==> src/rtl/lcd_if_pkg.sv <==
package lcd_if_pkg;

  typedef enum logic [1:0] {
    OP_CHAR  = 2'b00,
    OP_CLEAR = 2'b01,
    OP_BKSP  = 2'b10,
    OP_HOME  = 2'b11
  } op_e;

  typedef enum logic [2:0] {
    PH_INIT,
    PH_SETUP,
    PH_PULSE,
    PH_HOLD,
    PH_WAIT,
    PH_IDLE
  } phase_e;

  localparam int INIT_LEN = 4;

  // power-up instructions, issued in index order
  function automatic logic [7:0] init_byte(input logic [1:0] idx);
    case (idx)
      2'd0:    return 8'h01;
      2'd1:    return 8'h30;
      2'd2:    return 8'h0C;
      default: return 8'h06;
    endcase
  endfunction

  function automatic logic [7:0] op_byte(input op_e op, input logic [7:0] ch);
    case (op)
      OP_CHAR:  return ch;
      OP_CLEAR: return 8'h01;
      OP_BKSP:  return 8'h10;
      default:  return 8'h02;
    endcase
  endfunction

  // clear and home need the long execution time
  function automatic logic needs_long(input logic rs, input logic [7:0] b);
    return !rs && (b == 8'h01 || b == 8'h02);
  endfunction

endpackage

==> src/rtl/lcd_strobe_edge.sv <==
module lcd_strobe_edge #(
  parameter int STAGES = 2
) (
  input  logic clk,
  input  logic rst,
  input  logic async_in,
  output logic rise
);
  logic [STAGES-1:0] sync_q;
  logic              prev_q;

  generate
    for (genvar g = 0; g < STAGES; g++) begin : g_sync
      if (g == 0) begin : g_first
        always_ff @(posedge clk) begin
          if (rst) sync_q[0] <= 1'b0;
          else     sync_q[0] <= async_in;
        end
      end else begin : g_rest
        always_ff @(posedge clk) begin
          if (rst) sync_q[g] <= 1'b0;
          else     sync_q[g] <= sync_q[g-1];
        end
      end
    end
  endgenerate

  always_ff @(posedge clk) begin
    if (rst) prev_q <= 1'b0;
    else     prev_q <= sync_q[STAGES-1];
  end

  assign rise = sync_q[STAGES-1] & ~prev_q;

endmodule

==> src/rtl/lcd_wait_timer.sv <==
module lcd_wait_timer #(
  parameter int MAX_COUNT = 160,
  localparam int CW = $clog2(MAX_COUNT + 1)
) (
  input  logic          clk,
  input  logic          rst,
  input  logic          load,
  input  logic [CW-1:0] load_val,
  output logic          expired
);
  logic [CW-1:0] cnt_q;

  always_ff @(posedge clk) begin
    if (rst)               cnt_q <= '0;
    else if (load)         cnt_q <= load_val;
    else if (cnt_q != '0)  cnt_q <= cnt_q - 1'b1;
  end

  assign expired = (cnt_q == '0);


  cnt_range_chk: assert property (@(posedge clk) disable iff (rst)
    cnt_q <= CW'(MAX_COUNT));

endmodule

==> src/rtl/lcd_cmd_if.sv <==
module lcd_cmd_if
  import lcd_if_pkg::*;
#(
  parameter int SHORT_WAIT  = 4,
  parameter int LONG_WAIT   = 160,
  parameter int SYNC_STAGES = 2,
  localparam int CW = $clog2(LONG_WAIT + 1)
) (
  input  logic       clk,
  input  logic       rst,
  input  logic       strobe,
  input  logic [1:0] op,
  input  logic [7:0] char_code,
  output logic       ready,
  output logic       lcd_rs,
  output logic       lcd_rw,
  output logic       lcd_e,
  output logic [7:0] lcd_db
);
  phase_e      phase_q;
  logic [1:0]  init_idx_q;
  logic        in_init_q;
  logic        rs_q, e_q, ready_q;
  logic [7:0]  db_q;
  logic        strobe_rise, timer_load, timer_done;
  logic [CW-1:0] wait_val;

  lcd_strobe_edge #(.STAGES(SYNC_STAGES)) i_edge (
    .clk(clk), .rst(rst), .async_in(strobe), .rise(strobe_rise)
  );

  assign timer_load = (phase_q == PH_HOLD);
  assign wait_val   = needs_long(rs_q, db_q) ? CW'(LONG_WAIT - 1)
                                             : CW'(SHORT_WAIT - 1);

  lcd_wait_timer #(.MAX_COUNT(LONG_WAIT)) i_timer (
    .clk(clk), .rst(rst), .load(timer_load), .load_val(wait_val),
    .expired(timer_done)
  );

  always_ff @(posedge clk) begin
    if (rst) begin
      phase_q    <= PH_INIT;
      init_idx_q <= '0;
      in_init_q  <= 1'b1;
      rs_q       <= 1'b0;
      db_q       <= '0;
      e_q        <= 1'b0;
      ready_q    <= 1'b0;
    end else begin
      case (phase_q)
        PH_INIT: begin
          rs_q    <= 1'b0;
          db_q    <= init_byte(init_idx_q);
          phase_q <= PH_SETUP;
        end
        PH_SETUP: begin
          e_q     <= 1'b1;
          phase_q <= PH_PULSE;
        end
        PH_PULSE: begin
          e_q     <= 1'b0;
          phase_q <= PH_HOLD;
        end
        PH_HOLD: phase_q <= PH_WAIT;
        PH_WAIT: begin
          if (timer_done) begin
            if (in_init_q && init_idx_q != 2'(INIT_LEN - 1)) begin
              init_idx_q <= init_idx_q + 1'b1;
              phase_q    <= PH_INIT;
            end else begin
              in_init_q <= 1'b0;
              ready_q   <= 1'b1;
              phase_q   <= PH_IDLE;
            end
          end
        end
        PH_IDLE: begin
          if (strobe_rise) begin
            rs_q    <= (op_e'(op) == OP_CHAR);
            db_q    <= op_byte(op_e'(op), char_code);
            ready_q <= 1'b0;
            phase_q <= PH_SETUP;
          end
        end
        default: phase_q <= PH_IDLE;
      endcase
    end
  end

  assign ready  = ready_q;
  assign lcd_rs = rs_q;
  assign lcd_db = db_q;
  assign lcd_e  = e_q;
  assign lcd_rw = 1'b0;


  e_single_cycle_chk: assert property (@(posedge clk) disable iff (rst)
    e_q |=> !e_q);


  e_while_busy_chk: assert property (@(posedge clk) disable iff (rst)
    e_q |-> !ready_q);


  setup_stable_chk: assert property (@(posedge clk) disable iff (rst)
    $rose(e_q) |-> $stable(rs_q) && $stable(db_q));


  hold_stable_chk: assert property (@(posedge clk) disable iff (rst)
    $fell(e_q) |-> $stable(rs_q) && $stable(db_q));


  busy_edge_chk: assert property (@(posedge clk) disable iff (rst)
    (!ready_q && phase_q != PH_WAIT) |=> !ready_q);

endmodule

==> config.mk <==
export PLATFORM = sky130hd
export DESIGN_NAME = lcd_cmd_if
export DESIGN_NICKNAME = d
export VERILOG_FILES = /design/src/rtl/lcd_if_pkg.sv /design/src/rtl/lcd_strobe_edge.sv /design/src/rtl/lcd_wait_timer.sv /design/src/rtl/lcd_cmd_if.sv
export SDC_FILE = /design/constraint.sdc
export NUM_CORES = 1
export LEC_CHECK = 0
export CAP_MARGIN = 10
export CORE_MARGIN = 2
export CORE_UTILIZATION = 55
export DETAILED_ROUTE_END_ITERATION = 7
export DONT_BUFFER_PORTS = 1
export PLACE_DENSITY = 0.74
export SKIP_CTS_REPAIR_TIMING = 1
export SLEW_MARGIN = 20
export SYNTH_ARGS = -nofsm -noshare
export SYNTH_HDL_FRONTEND = slang
export SYNTH_SLANG_ARGS = --single-unit
==> constraint.sdc <==
create_clock -name clk -period 3.2 [get_ports clk]
set_input_delay 0 -clock clk [delete_from_list [all_inputs] [get_ports clk]]
set_output_delay 0 -clock clk [all_outputs]
set_load 0.1 [all_outputs]
# After elaboration in Yosys (flattened, before gate mapping)
# Cells that the tools add are included.
word_totals:
  in_bits: 13
  reg_bits: 28
  word_cells: 67
op_classes:
  n_reduce_logical: 18
  add_sub_neg: 2
  n_eq_ne: 15
  n_bitwise: 3
  muxes: 18
op_table:
  columns: ["cell", "n"]
  rows:
  - ["8-bit two-way mux", 4]
  - ["8-bit one-hot mux with 3 select lines", 1]
  - ["3-bit one-hot mux with 6 select lines", 1]
  - ["6-bit one-hot mux with 3 select lines", 1]
  - ["8-bit one-hot mux with 2 select lines", 1]
  - ["3-bit two-way mux", 3]
  - ["8-bit by 1-bit == test with 1-bit output, second input constant", 1]
  - ["8-bit by 2-bit == test with 1-bit output, second input constant", 1]
  - ["8-bit zero test", 1]
  - ["2-bit nonzero test", 4]
  - ["8-bit nonzero test", 1]
  - ["8-bit by 1-bit subtractor with 8-bit output, second input constant", 1]
  - ["3-bit by 2-bit == test with 1-bit output, second input constant", 2]
  - ["3-bit == test, second input constant", 2]
  - ["1-bit one-hot mux with 2 select lines", 3]
  - ["3-bit AND reduction", 2]
  - ["2-bit by 1-bit == test with 1-bit output, second input constant", 2]
  - ["2-bit == test, second input constant", 2]
  - ["2-bit zero test", 2]
  - ["1-bit two-way mux", 4]
  - ["2-bit by 1-bit inequality test with 1-bit output, second input constant", 2]
  - ["2-bit inequality test, second input constant", 2]
  - ["2-bit AND reduction", 2]
  - ["4-bit AND reduction", 1]
  - ["other kinds (8)", 10]

# Longest topological paths before layout
# Gate-level depths: netlist of run 1.
logic_depth:
  word_depth: 5
  mapped_depth: 7

# By module
# From an unflattened synthesis of run 1, not the netlist that was laid out.
hier_totals:
  cells_unflattened: 172
  area_unflattened_um2: 1529.0
by_module_without_submodules:
  columns: ["module", "seq_area_each_um2", "area_per_inst_um2", "n_inst", "cells_each"]
  rows:
  - ["lcd_cmd_if", 340.3, 965.9, 1, 112]
  - ["lcd_wait_timer", 160.2, 475.5, 1, 53]
  - ["lcd_strobe_edge", 60.1, 87.6, 1, 7]

# Least setup slack after synthesis of run 1
# No wires, ideal clock.
synth_timing:
  path_type: "register to register"
  start: "register db_q[0], in the netlist lcd_db[0]"
  end: "register i_timer.cnt_q[7]"
  arrival_ns: 1.617
  path_stages_with_launch: 5
  path_slack_ns: 1.450
  n_path_buf: 0
  required_time_ns: 3.067
  cell_sequence: "dfxtp_1 > xor2_1 > and4_1 > a21oi_1 > a31oi_1"
synth_between:
  elab_chain_len: 5
  word_cells_on_any_way: 6
synth_rtl:
  columns: ["item", "line", "rtl"]
  rows:
  - ["start: declaration", "lcd_cmd_if.sv:24", "logic [7:0] db_q;"]
  - ["start signal: assignment", "lcd_cmd_if.sv:54", "db_q <= init_byte(init_idx_q);"]
  - ["start signal: assignment", "lcd_cmd_if.sv:81", "db_q <= op_byte(op_e'(op), char_code);"]
  - ["8-bit by 1-bit == test with 1-bit output / 8-bit by 2-bit == test with 1-bit output (equally long branches)", "lcd_if_pkg.sv:42", "return !rs && (b == 8'h01 || b == 8'h02);"]
  - ["1-bit logical OR (*)", "lcd_if_pkg.sv:42", null]
  - ["1-bit logical AND (*)", "lcd_if_pkg.sv:42", null]
  - ["8-bit two-way mux (*)", "lcd_cmd_if.sv:33", "assign wait_val = needs_long(rs_q, db_q) ? CW'(LONG_WAIT - 1)"]
  - ["8-bit two-way mux (*)", "lcd_wait_timer.sv:15", "else if (load) cnt_q <= load_val;"]
  - ["end signal: assignment", "lcd_wait_timer.sv:15", null]
  - ["end signal: assignment", "lcd_wait_timer.sv:16", "else if (cnt_q != '0) cnt_q <= cnt_q - 1'b1;"]
  - ["end: declaration", "lcd_wait_timer.sv:11", "logic [CW-1:0] cnt_q;"]
# Mark *: on every way between the ends. The rest lies on a longest branch, timed or not.
# A chain may end at the register's enable or synchronous reset.

# Final worst setup path of run 1
layout_timing:
  start: "register i_timer.cnt_q[0]"
  end: "register ready_q, in the netlist ready"
layout_between:
  elab_chain_len: 3
layout_rtl:
  columns: ["item", "line", "rtl"]
  rows:
  - ["8-bit zero test", "lcd_wait_timer.sv:19", "assign expired = (cnt_q == '0);"]
  - ["2-bit by 1-bit inequality test with 1-bit output (no source line)", null, null]
  - ["4-bit AND reduction (no source line)", null, null]
  - ["end signal: assignment", "lcd_cmd_if.sv:49", "ready_q <= 1'b0;"]
  - ["end signal: assignment", "lcd_cmd_if.sv:73", "ready_q <= 1'b1;"]
  - ["end signal: assignment", "lcd_cmd_if.sv:82", "ready_q <= 1'b0;"]
  - ["end: declaration", "lcd_cmd_if.sv:23", "logic rs_q, e_q, ready_q;"]
# No other way between the ends.

==> flow_metrics.py, run 1 <==
metrics = {
    "placement": {
        "post-dp-hpwl_um": 2190,
        "port_buffers": 0,
        "gp_congestion": 0.787,
        "post-place-ws_ps": 1320,
    },
    "cts": {
        "insertion_delay_ps": 320,
        "numCtsBuffers": 3,
        "cts.clk_slew.worst_paths_ps": 150,
        "cts_buffer_depth": 2,
        "htree_levels": 1,
        "clock_sinks": 28,
        "cts_tree": "yes",
        "cts_root_buffer": "clkbuf_4",
    },
    "detailed_routing": {
        "wirelength_um": 3020,
        "drtAntennaViolNets": 0,
        "post_drt_wl_per_cell_um": 14.7,
        "firstDrtPassIters": 4,
        "drcViolationCount": 0,
        "routed_via_density": 5.90,
        "vias": 1209,
        "first_iter_violations": 19,
    },
    "yosys": {
        "netlist_area_um2": 1410,
        "synth_flop_cell": "dfxtp_1",
        "yosysUniqueCellTypes": 40,
        "syn-num-nets": 185,
        "syn-instance-count": 165,
        "synth-async-reset-ratio_pct": 0,
        "yosysWarnings": 0,
        "synth-edff-count": 0,
        "syn_area_per_cell_um2": 8.54,
        "synth_seq_area_share_pct": 39.8,
        "ys_ff_latch": 28,
    },
    "timing": {
        "fin_ws_ps": 1260,
        "rsz0062_at_grt": "no",
        "finalCritPeriodShare_pct": 60.5,
        "finalCriticalPeriod_ps": 1940,
        "fin_tns_setup_ps": 0,
        "slew_headroom_pct": 38.5,
        "hold_violations": 3,
        "worstMarginPinSlew_ps": 919,
        "report.final.setup_viol": 0,
        "fin_worst_skew_ps": 6.25,
        "final_max_slew_viol_count": 0,
        "clock.fmax_mhz": 516,
        "timing.hold.ws_ps": -38.2,
    },
    "worst_hold_path": {
        "min_to": "lcd_db[0]",
        "holdPathStages": 3,
        "hold_class": "in -> reg",
        "hp-start": "op[1]",
    },
    "global_routing": {
        "gr-usage-all-layers_pct": 22.2,
        "grt_pass1_wl_um": 4820,
        "grt_max_degree": 26,
        "grt-ovfl-total": 0,
        "antenna_found_initial": 0,
        "grt_pass1_vias": 1146,
    },
    "setup_path": {
        "cp-start-kind": "register",
        "r2r_start": "i_timer.cnt_q[0]",
        "path_class": "reg -> reg",
        "end_kind": "register",
        "rrSetupSlack_ps": 1260,
        "crit_fanout": 6,
        "worstPathRequired_ps": 3440,
        "cp.arrival_ps": 2180,
        "ff2ff_path_depth": 6,
        "r2r-end": "ready",
    },
    "layout": {
        "drive_gt1_share_pct": 9.14,
        "syn2layout_area_growth_pct": 13.1,
        "fill_cells": 212,
        "antennaDiodeCount": 0,
        "nNetsFinal": 196,
    },
    "run_status": {
        "status": "finished, violations left",
        "violations": "hold timing",
    },
    "floorplanning": {
        "die_w_um": 54.6,
        "die_h_um": 54.6,
        "core.rowCount": 18,
        "io_pins": 25,
        "initial_core_util_pct": 57.4,
        "dieArea_um2": 2980,
        "coreArea_um2": 2450,
    },
    "power": {
        "totalPowerFinal_mw": 1.21,
        "ir_worst_vdd_uv": 591,
        "leakage_nw": 0.630,
        "power_density_nw_per_um2": 758,
    },
    "job": {
        "cap_violations": 0,
    },
}
## flip-flops by register name, indices dropped and copies added, names as in the netlist
signal         cells
init_idx_q         2
lcd_e              1
i_timer.cnt_q      8
lcd_db             8
lcd_rs             1
phase_q            3
i_edge.prev_q      1
in_init_q          1
ready              1
i_edge.sync_q      2
## cell families after synthesis
kind of cell | count (synthesis) | synth area share [%]
and+or+nand+nor | 58 | 22.9
xor gates and xnor gates | 8 | 4.97
adders and majority gates | 7 | 6.22
AOI/OAI and AO/OA | 41 | 18.5
DFF | 28 | 39.8
other | 1 | 0.266
muxes | 2 | 1.51
buffers and inverters | 20 | 5.86
## metal layers
metal	global-route usage (%)	up-vias	share of wire, %	wire, um
met5	0	-	0	0
met4	6.67	0	0.99	30
met3	3.28	4	4.0	121
met2	38.1	35	49	1490
met1	28.4	569	46	1380
li1	-	601	-	-
## cell usage in the layout (no fill, tap or decap), drive strengths merged, types with 2 or more instances in the layout
cell type    Yosys  routed
nand3            3       3
ha               7       7
a21oi           15      15
xnor2            4       4
nand2           17      17
xor2             4       4
nor2             6       6
dfxtp           28      28
nor2b            6       6
o21ai            5       5
dlygate4sd3      0       6
nand4            3       3
nor3             5       5
nand3b           2       2
a311oi           3       3
clkbuf           7       3
buf              4      11
o211ai           7       7
a31oi            3       3
inv              9       9
nor3b            3       3
and3b            2       2
or4              3       3
a21o             3       3
nor4             3       3
## where the power goes
group          switching, mW  internal (mW)
clock network          0.101          0.127
logic                  0.316          0.187
registers             0.0659          0.410
## critical path, cell delays in order, from the launching register on
cell and delay, ps:
dfxtp_1 360, inv_1 130, ha_1 160, nor3b_1 490, and2_1 350, a31oi_1 120
a311oi_1 250
## cells in the mapped netlist, types with 2 or more instances
| library cell | count | area [um^2] |
|---|---|---|
| a21o_1 | 3 | 22.5 |
| a21oi_1 | 15 | 75.1 |
| a311oi_1 | 3 | 26.3 |
| a31oi_1 | 3 | 18.8 |
| and3b_1 | 2 | 17.5 |
| buf_2 | 3 | 15.0 |
| clkbuf_1 | 7 | 26.3 |
| dfxtp_1 | 28 | 561 |
| ha_1 | 7 | 87.6 |
| inv_1 | 9 | 33.8 |
| nand2_1 | 17 | 63.8 |
| nand3_1 | 3 | 15.0 |
| nand3b_1 | 2 | 15.0 |
| nand4_1 | 3 | 18.8 |
| nor2_1 | 6 | 22.5 |
| nor2b_1 | 6 | 37.5 |
| nor3_1 | 5 | 25.0 |
| nor3b_1 | 3 | 22.5 |
| nor4_1 | 2 | 12.5 |
| o211ai_1 | 7 | 52.6 |
| o21ai_0 | 4 | 20.0 |
| or4_1 | 3 | 22.5 |
| xnor2_1 | 4 | 35.0 |
| xor2_1 | 4 | 35.0 |
## cell type report
class / count / area (um^2) / share of cell area, %
clock buffers: 3 / 22.5 / 1.41
clock inverters: 1 / 30.0 / 1.89
inverters: 9 / 33.8 / 2.12
multi-input cells: 117 / 766 / 48.1
flip-flops and latches: 28 / 561 / 35.2
well taps: 30 / 37.5 / 2.36
repair buffers: 17 / 143 / 8.96
## worst max path at each step
stage | start | to | slack [ps] | cells past startpoint
after floorplan | lcd_db[0] | i_timer.cnt_q[7] | 1450 | 4
after global routing | i_timer.cnt_q[0] | phase_q[0] | 1140 | 6
final | i_timer.cnt_q[0] | ready | 1260 | 6
after CTS | i_timer.cnt_q[0] | ready | 1290 | 6
after detailed placement | i_timer.cnt_q[0] | ready | 1320 | 6
after global placement | i_timer.cnt_q[0] | ready | 1520 | 6
## metrics by stage
step           util, %  instances  hold WS (ps)  area [um^2]
4_1_cts           62.4        199          -289         1530
3_5_place_dp      60.3        195          74.6         1480
6_report          64.9        205         -38.2         1590
2_1_floorplan        -        165          71.6         1410
3_3_place_gp      60.3        195          71.6         1480
5_1_grt           64.9        205          3.30         1590
Note: power is estimated with default switching activity, not from simulation.
==> inputs of run 2 (changes only) <==
clock period = 1.9 ns   (was 3.2 ns; I/O delays follow)
==> flow_metrics.py, run 2 (synthesis gave the netlist of run 1 again) <==
metrics = {
    "detailed_routing": {
        "post_drt_wl_per_cell_um": 14.3,
        "drcViolationCount": 0,
        "vias": 1223,
        "wirelength_um": 2990,
        "firstDrtPassIters": 4,
        "routed_via_density": 5.85,
        "drtAntennaViolNets": 0,
        "first_iter_violations": 21,
    },
    "worst_hold_path": {
        "hold_class": "in -> reg",
        "hp-start": "op[1]",
    },
    "setup_path": {
        "worstPathRequired_ps": 2110,
        "cp-start-kind": "register",
        "rrSetupSlack_ps": 190,
        "cp.arrival_ps": 1930,
        "path_class": "reg -> reg",
        "r2r_start": "i_timer.cnt_q[4]",
        "crit_fanout": 6,
        "startpoint": "i_timer.cnt_q[4]",
        "end_kind": "register",
    },
    "job": {
        "cap_violations": 0,
    },
    "cts": {
        "cts.clk_slew.worst_paths_ps": 150,
        "cts_buffer_depth": 2,
        "clock_sinks": 28,
        "numCtsBuffers": 3,
        "cts_tree": "yes",
        "cts_root_buffer": "clkbuf_4",
        "htree_levels": 1,
        "insertion_delay_ps": 320,
    },
    "timing": {
        "hold_violations": 3,
        "fin_ws_ps": 188,
        "fin_tns_setup_ps": 0,
        "timing.hold.ws_ps": -16.6,
        "report.final.setup_viol": 0,
        "worstMarginPinSlew_ps": 916,
        "finalCriticalPeriod_ps": 1710,
        "slew_headroom_pct": 38.7,
        "fin_worst_skew_ps": 8.07,
        "finalCritPeriodShare_pct": 90.1,
        "clock.fmax_mhz": 584,
        "final_max_slew_viol_count": 0,
        "rsz0062_at_grt": "no",
    },
    "layout": {
        "mostFrequentLayoutCell": "dfxtp_1",
        "nNetsFinal": 200,
        "stdcell_area_um2": 1620,
        "drive_gt1_share_pct": 10.6,
        "syn2layout_area_growth_pct": 14.7,
        "fill_cells": 219,
        "layout_common_cells": "dfxtp_1 (28), nand2_1 (17), a21oi_1 (15)",
        "antennaDiodeCount": 0,
    },
    "placement": {
        "gp_congestion": 0.780,
        "port_buffers": 0,
        "dpl_cell_area_um2": 1500,
        "post-place-ws_ps": 192,
        "post-dp-hpwl_um": 2160,
    },
    "floorplanning": {
        "die_w_um": 54.6,
        "io_pins": 25,
        "die_h_um": 54.6,
        "coreArea_um2": 2450,
        "core.rowCount": 18,
        "initial_core_util_pct": 57.4,
        "dieArea_um2": 2980,
    },
    "global_routing": {
        "antenna_found_initial": 0,
        "gr-usage-all-layers_pct": 21.4,
        "grt_pass1_wl_um": 4620,
        "grt-ovfl-total": 0,
        "grt_pass1_vias": 1077,
        "grt_max_degree": 26,
    },
    "run_status": {
        "violations": "hold timing",
        "status": "finished, violations left",
    },
    "power": {
        "power_density_nw_per_um2": 1210,
        "leakage_nw": 0.645,
        "ir_worst_vdd_uv": 778,
    },
}
[run 2: cell count changes in the layout (fill, tap and decap cells not counted)]
cell | before | now
clkbuf_8 | 0 | 1
nor3b_2 | 0 | 1
dlygate4sd3_1 | 6 | 8
nor3b_1 | 3 | 2
bufinv_16 | 1 | 0
buf_4 | 11 | 13
[run 2: cell type report]
cell class              instances  area, um^2  area share, %
inverters                       9        33.8           2.09
clock buffers                   4        36.3           2.24
multi-input cells             117         771           47.7
repair buffers                 21         178           11.0
flip-flops and latches         28         561           34.7
well taps                      30        37.5           2.32
[run 2: worst max-delay path: stages, from the launching register on]
cell and delay [ps]:
dfxtp_1 370, nor4_2 490, and2_1 320, a31oi_1 130, a311oi_1 300
[run 2: where the power goes]
group	internal [mW]	switching [mW]
Clock	0.117	0.165
Combinational	0.342	0.534
Sequential	0.691	0.111
Total	1.15	0.811
[run 2: metrics by stage]
| step | hold slack, ps | instances | total power [mW] | util, % |
|---|---|---|---|---|
| after floorplan | 71.6 | 165 | 1.48 | - |
| after global placement | 72.8 | 197 | 1.61 | 60.9 |
| after detailed placement | 74.8 | 197 | 1.65 | 60.9 |
| after CTS | -283 | 201 | 1.93 | 62.4 |
| after global routing | 12.2 | 209 | 2.08 | 65.9 |
| final | -16.6 | 209 | 1.96 | 65.9 |
[run 2: final timing paths]
path,endpoint,cells after the start
worst max-delay path,ready,4
worst min-delay path,lcd_db[4],4
worst max register to register,ready,4
worst min register to register,i_edge.sync_q[1],1
[run 2: layer usage]
layer	vias to the layer above	track usage, %	share of wire, %
met5	-	0	0
met4	0	7.08	1.6
met3	6	2.73	4.0
met2	32	35.3	50
met1	572	28.5	45
li1	613	-	-
==> inputs of run 3 (changes only) <==
clock period = 1.8 ns   (was 1.9 ns; I/O delays follow)
==> flow_metrics.py, run 3 (synthesis gave the netlist of run 1 again) <==
metrics = {
    "floorplanning": {
        "dieArea_um2": 2980,
        "die_h_um": 54.6,
        "core.rowCount": 18,
        "coreArea_um2": 2450,
        "initial_core_util_pct": 57.4,
        "io_pins": 25,
        "die_w_um": 54.6,
    },
    "cts": {
        "numCtsBuffers": 3,
        "insertion_delay_ps": 320,
        "cts.clk_slew.worst_paths_ps": 140,
        "clock_sinks": 28,
        "htree_levels": 1,
        "cts_tree": "yes",
        "cts_root_buffer": "clkbuf_4",
        "cts_buffer_depth": 2,
    },
    "layout": {
        "layout_common_cells": "dfxtp_1 (28), nand2_1 (17), a21oi_1 (15)",
        "multiInputGateArea_um2": 771,
        "fill_cells": 212,
        "nNetsFinal": 197,
        "regArea_um2": 561,
        "mostFrequentLayoutCell": "dfxtp_1",
        "syn2layout_area_growth_pct": 11.6,
        "post-route-util_pct": 64.1,
        "drive_gt1_share_pct": 10.3,
        "antennaDiodeCount": 0,
    },
    "detailed_routing": {
        "wirelength_um": 2900,
        "first_iter_violations": 21,
        "firstDrtPassIters": 4,
        "drcViolationCount": 0,
        "drtAntennaViolNets": 0,
        "routed_via_density": 5.87,
        "vias": 1204,
        "post_drt_wl_per_cell_um": 14.1,
    },
    "setup_path": {
        "worstPathRequired_ps": 2060,
        "cp.arrival_ps": 1910,
        "cpMostUsedCell": "or4_1",
        "rrSetupSlack_ps": 140,
        "cp-start-kind": "register",
        "path_cells": "or4_1, or4_1, a31oi_1",
        "r2r_start": "i_timer.cnt_q[4]",
        "path_class": "reg -> reg",
        "critPathMaxStageDelay_ps": 550,
        "startpoint": "i_timer.cnt_q[4]",
        "crit_fanout": 4,
        "slowest_stage": "or4_1",
        "end_kind": "register",
    },
    "timing": {
        "timing.hold.ws_ps": -276,
        "worstMarginPinSlew_ps": 726,
        "fin_worst_skew_ps": 7.78,
        "rsz0062_at_grt": "no",
        "finalCritPeriodShare_pct": 92.2,
        "final_max_slew_viol_count": 0,
        "report.final.setup_viol": 0,
        "slew_headroom_pct": 51.2,
        "finalCriticalPeriod_ps": 1660,
        "clock.fmax_mhz": 603,
        "hold_violations": 23,
        "fin_tns_setup_ps": 0,
    },
    "placement": {
        "gp_congestion": 0.784,
        "port_buffers": 0,
        "post-dp-hpwl_um": 2170,
    },
    "power": {
        "intPower_mw": 1.17,
        "power_density_nw_per_um2": 1280,
        "ir_worst_vdd_uv": 827,
        "comb_power_share_pct": 45.5,
        "seqPwrFrac_pct": 42.1,
        "leakage_nw": 0.635,
        "switching_power_uw": 843,
        "netSwitchingFraction_pct": 41.9,
        "power_frac_clock_pct": 12.4,
    },
    "worst_hold_path": {
        "hold_class": "in -> reg",
        "hp-start": "rst",
    },
    "global_routing": {
        "antenna_found_initial": 0,
        "grt_pass1_wl_um": 4660,
        "grt_max_degree": 26,
        "grt_pass1_vias": 1101,
        "grt-ovfl-total": 0,
        "gr-usage-all-layers_pct": 21.5,
    },
    "run_status": {
        "status": "finished, violations left",
        "violations": "hold timing",
    },
    "job": {
        "cap_violations": 0,
    },
}
## run 3: cell count changes in the layout (fill, tap and decap cells not counted), sizes merged
cell         delta
clkbuf          -1
dlygate4sd3     -3
## run 3: layout make-up
type	count	area share, %
Clock buffer	3	1.43
Inverter	9	2.15
Multi-Input combinational cell	117	49.0
Sequential cell	28	35.6
Tap cell	30	2.39
Timing Repair Buffer	18	9.39
## run 3: power groups by stage
stage	sequential, mW	clock, mW	combinational (mW)
2_1_floorplan	0.962	0	0.605
3_3_place_gp	0.849	0	0.849
3_5_place_dp	0.857	0	0.891
4_1_cts	0.843	0.257	0.896
5_1_grt	0.863	0.273	1.01
6_report	0.848	0.249	0.916
## run 3: metrics by stage
step / worst slack (ps) / hold WS (ps) / total power [mW] / instances / cell area (um^2)
global route: 25.8 / -289 / 2.15 / 205 / 1570
CTS: 94.5 / -283 / 2.00 / 200 / 1520
finish: 141 / -276 / 2.01 / 205 / 1570
floorplan: 49.6 / 71.6 / 1.57 / 165 / 1410
detailed placement: 137 / 74.7 / 1.75 / 197 / 1500
global placement: 214 / 72.7 / 1.70 / 197 / 1500
## run 3: layer usage
layer	up-vias	global-route usage, %	part of all wire (%)
met2	31	38.3	48
met5	-	0	0
li1	603	-	-
met1	568	26.2	46
met3	2	3.28	4.9
met4	0	6.67	0.76
## run 3: critical path: cells and delay by family, from the launching register on
kind / cells / cell delay (ps)
flip-flops: 1 / 370
AND/OR/NAND/NOR: 2 / 1060
AO/OA/AOI/OAI: 1 / 170
## run 3: worst paths after layout
kind                       to  cells after the start
max          i_timer.cnt_q[7]                      3
min                 lcd_db[4]                      1
max reg2reg  i_timer.cnt_q[7]                      3
min reg2reg             ready                      1
